`config.mk`:
```
export PLATFORM = sky130hd
export DESIGN_NAME = intc_ctrl
export DESIGN_NICKNAME = d
export VERILOG_FILES = /design/src/rtl/intc_ctrl.sv
export SDC_FILE = /design/constraint.sdc
export NUM_CORES = 1
export LEC_CHECK = 0
export BUFFER_PORTS_ARGS = -buffer_cell sky130_fd_sc_hd__buf_2
export CAP_MARGIN = 40
export CORE_MARGIN = 2
export CORE_UTILIZATION = 48
export CTS_CLUSTER_SIZE = 12
export DETAILED_ROUTE_END_ITERATION = 10
export PLACE_DENSITY_LB_ADDON = 0.08
export REMOVE_ABC_BUFFERS = 1
export SLEW_MARGIN = 0
export SYNTH_ARGS = -nofsm -noshare
export SYNTH_HDL_FRONTEND = slang
export SYNTH_SLANG_ARGS = --single-unit
export TNS_END_PERCENT = 10
```
`constraint.sdc`:
```
create_clock -name clk -period 2.91 [get_ports clk]
set_input_delay 0.582 -clock clk [delete_from_list [all_inputs] [get_ports clk]]
set_output_delay 0.582 -clock clk [all_outputs]
set_load 0.005 [all_outputs]
```
`src/rtl/intc_ctrl.sv`:
```
module intc_ctrl #(
  parameter int VEC_W = 3
) (
  input  logic             clk,
  input  logic             rst_n,
  input  logic [4:0]       src_pulse,
  input  logic             reg_wr,
  input  logic             reg_sel,
  input  logic [7:0]       reg_wdata,
  output logic [7:0]       reg_rdata,
  input  logic             ack,
  input  logic             reti,
  output logic             irq,
  output logic [VEC_W-1:0] vec
);
  localparam int NSRC = 5;

  logic            me;
  logic [NSRC-1:0] en, flg, pend, win_oh, clr_sw, clr_ack;
  logic [VEC_W-1:0] win_idx;
  logic            take, wr0, wr1;

  assign pend = flg & en;
  assign irq  = me & (|pend);
  assign take = ack & irq;
  assign wr0  = reg_wr & ~reg_sel;
  assign wr1  = reg_wr & reg_sel;
  assign vec  = win_idx;

  always_comb begin
    win_idx = '0;
    win_oh  = '0;
    for (int i = NSRC - 1; i >= 0; i--) begin
      if (pend[i]) begin
        win_idx   = VEC_W'(i);
        win_oh    = '0;
        win_oh[i] = 1'b1;
      end
    end
  end

  assign clr_sw[2:0] = wr0 ? ~reg_wdata[6:4] : 3'b000;
  assign clr_sw[4:3] = wr1 ? ~reg_wdata[3:2] : 2'b00;
  assign clr_ack     = take ? win_oh : '0;

  always_ff @(posedge clk or negedge rst_n) begin
    if (!rst_n) begin
      flg <= '0;
      en  <= '0;
      me  <= 1'b0;
    end else begin
      flg <= (flg & ~clr_sw & ~clr_ack) | src_pulse;
      if (wr0) en[2:0] <= reg_wdata[3:1];
      if (wr1) en[4:3] <= reg_wdata[1:0];
      if (take)      me <= 1'b0;
      else if (reti) me <= 1'b1;
      else if (wr0)  me <= reg_wdata[0];
    end
  end

  assign reg_rdata = reg_sel ? {4'b0000, flg[4:3], en[4:3]}
                             : {1'b0, flg[2:0], en[2:0], me};
endmodule

```
==> flow_metrics.py <==
metrics = {
    "clock_tree": {
        "clock_sinks": 11,
        "cts_root_buf": "clkbuf_4",
        "cts_tree": "done",
        "clk_latency_ps": 270,
        "htreeDepth": 1,
        "cts.clk_slew.worst_paths_ps": 80,
        "cts_buffers": 3,
        "clock_path_buffers": 2,
        "cts_resized": 0,
        "cts_setup_buffers": 0,
        "holdBufCountCts": 0,
    },
    "detailed_routing": {
        "firstDrtPassIters": 3,
        "drcViolationCount": 0,
        "wl_um": 1513,
        "final_antenna_net_count": 0,
        "drtIter0Drc": 5,
        "via_count": 579,
        "viasPerCell": 5.216,
        "wl_per_cell_um": 13.63,
    },
    "synthesis": {
        "yosysSeqAreaShare_pct": 40.07,
        "syn_inst": 66,
        "synth_area_leaders": "dfrtp_1 40%, mux2_2 9.8%, nand2_1 7.1%, o21bai_1 4.4%, and2b_2 3.8%",
        "yosysTopAreaCell": "dfrtp_1",
        "synth-seq-cells": 11,
        "synth_top_area_share_pct": 40.07,
        "syn-cell-area_sq_um": 686.9,
        "yosysWarningCount": 0,
        "ys_types": 27,
        "synth.avg_cell_area_sq_um": 10.41,
    },
    "floorplanning": {
        "die_w_um": 41.83,
        "core_sq_um": 1318,
        "dieHeight_um": 41.83,
        "rows": 13,
        "io-pin-count": 31,
        "die_area_sq_um": 1750,
        "initial_core_util_pct": 52.14,
    },
    "grt": {
        "grt_max_degree": 12,
        "overflow": 0,
        "grtUsageMet3_pct": 3.043,
        "antenna_found_initial": 0,
        "track_usage_pct": 18.33,
        "grt.busiest_layer": "met2",
        "grt_pass1_wl_um": 2373,
        "grt_pass1_vias": 530,
        "grt_use_met1_pct": 24.25,
        "grtUsageMet2_pct": 28.44,
    },
    "power_and_ir_drop": {
        "seqPwrFrac_pct": 45.7,
        "p_clk_share_pct": 25.0,
        "p_leak_nw": 0.4210,
        "switching_power_mw": 0.1405,
        "p_per_area_nw_per_um2": 513.1,
        "combPwrFrac_pct": 29.3,
        "p_sw_share_pct": 32.09,
        "vdd.ir_drop.worst_v": 0.0003164,
        "internal_power_mw": 0.2973,
    },
    "min_path": {
        "hold_class": "input pin to asynchronous set/reset pin",
    },
    "timing": {
        "hold_viol": 0,
        "fin_worst_skew_ps": 7.937,
        "fin_crit_ps": 2035,
        "fin_tns_setup_ps": 0,
        "slew_violations": 0,
        "rsz0062_at_grt": "false",
        "fmax_mhz": 491.4,
        "min_period_over_period_pct": 69.94,
        "finalSetupViolCount": 0,
    },
    "critical_path": {
        "critPathArrivalTime_ps": 1450,
        "r2r_start": "en[0]$_DFFE_PN0N_",
        "startpoint_type": "flop",
        "worstSetupStartpoint": "en[0]$_DFFE_PN0N_",
        "rrSetupSlack_ps": 1740,
        "cp.required_ps": 2330,
        "cp_max_fo": 6,
        "critPathCaptureType": "output pin",
        "path_class": "flop to output pin",
    },
    "layout": {
        "fin_nets": 116,
        "layout_commonest_cell": "buf_2",
        "final_core_util_pct": 64.77,
        "diodes": 0,
        "area_growth_pct": 24.23,
        "drive_above_1_share_pct": 48.96,
        "final_cell_mix": "28 x buf_2, 13 x nand2_1, 11 x dfrtp_1",
    },
    "placement": {
        "gp_congestion": 0.7588,
        "numPortBuffers": 28,
        "dp.final_hpwl_um": 1157,
    },
    "status": {
        "status": "finished clean",
    },
    "job": {
        "cap_violations": 0,
    },
}
## cells by family after synthesis
| group | Yosys count | share of synthesized area, % |
|---|---|---|
| AO/OA/AOI/OAI | 16 | 20.77 |
| buffers and inverters | 3 | 3.278 |
| flip-flops | 11 | 40.07 |
| multiplexers | 7 | 12.02 |
| other | 1 | 0.5459 |
| AND/OR/NAND/NOR | 28 | 23.32 |
## registers in the layout (all words and copies together), names as in the netlist
signal,cells
en,5
flg,5
me,1
## worst max-delay path, stage by stage (launching register included)
cell,delay (ps)
dfrtp_1,470
a22oi_4,260
nand3_2,150
and2_1,180
buf_2,120
## layout make-up
| class | count | area, sq um |
|---|---|---|
| timing repair buffer | 28 | 140.1 |
| fill | 113 | 464.2 |
| tap | 15 | 18.77 |
| sequential | 11 | 275.3 |
| inverter | 1 | 3.754 |
| multi-input combinational | 52 | 389.1 |
| clock buffer | 4 | 26.28 |
## power by group through the flow
| stage | logic [mW] | registers [mW] | clock network, mW |
|---|---|---|---|
| finish | 0.128 | 0.200 | 0.110 |
| global route | 0.143 | 0.203 | 0.119 |
| CTS | 0.130 | 0.200 | 0.113 |
| detailed placement | 0.130 | 0.203 | 0 |
| global placement | 0.128 | 0.202 | 0 |
| floorplan | 0.0818 | 0.195 | 0 |
## worst paths after layout
path / endpoint / cells past startpoint
min reg2reg: en[2]$_DFFE_PN0N_ / 2
max: irq / 4
min: flg[4]$_DFF_PN0_ / 1
max in group asynchronous: en[1]$_DFFE_PN0N_ / 1
max reg2reg: flg[0]$_DFF_PN0_ / 3
min in group clk: flg[4]$_DFF_PN0_ / 2
## routing by layer
layer	up-vias	part of all wire [%]
met5	-	0
met2	17	45
li1	293	-
met4	0	0.93
met1	267	49
met3	2	4.4
## synth_stat cells
master / instances
nand2b_1: 1
a41oi_2: 1
nand3_2: 1
conb_1: 1
and2b_2: 3
nor2b_1: 1
a22oi_2: 1
dfrtp_1: 11
o21ai_0: 4
and2_1: 2
nand2_1: 13
buf_4: 1
o21bai_1: 4
a21oi_1: 2
inv_1: 1
a32oi_1: 1
mux2_4: 1
nor2_1: 2
o2bb2ai_1: 1
mux2_2: 6
nand3_1: 1
nor2b_4: 1
and4_1: 2
a2bb2oi_2: 1
and3_1: 1
a22oi_4: 1
buf_6: 1
## metrics by stage
step	power [mW]	cells	hold WS (ps)	setup slack, ps	cell area (sq um)
final	0.4379	111	167.9	874.9	853.3
after floorplan	0.2765	64	286.4	1387	668.1
after global placement	0.3294	107	464.0	1060	827.0
after CTS	0.4429	111	174.2	872.6	853.3
after global routing	0.4641	111	186.1	802.4	853.3
after detailed placement	0.3327	107	471.4	1054	827.0
(Power assumes the default switching activity.)
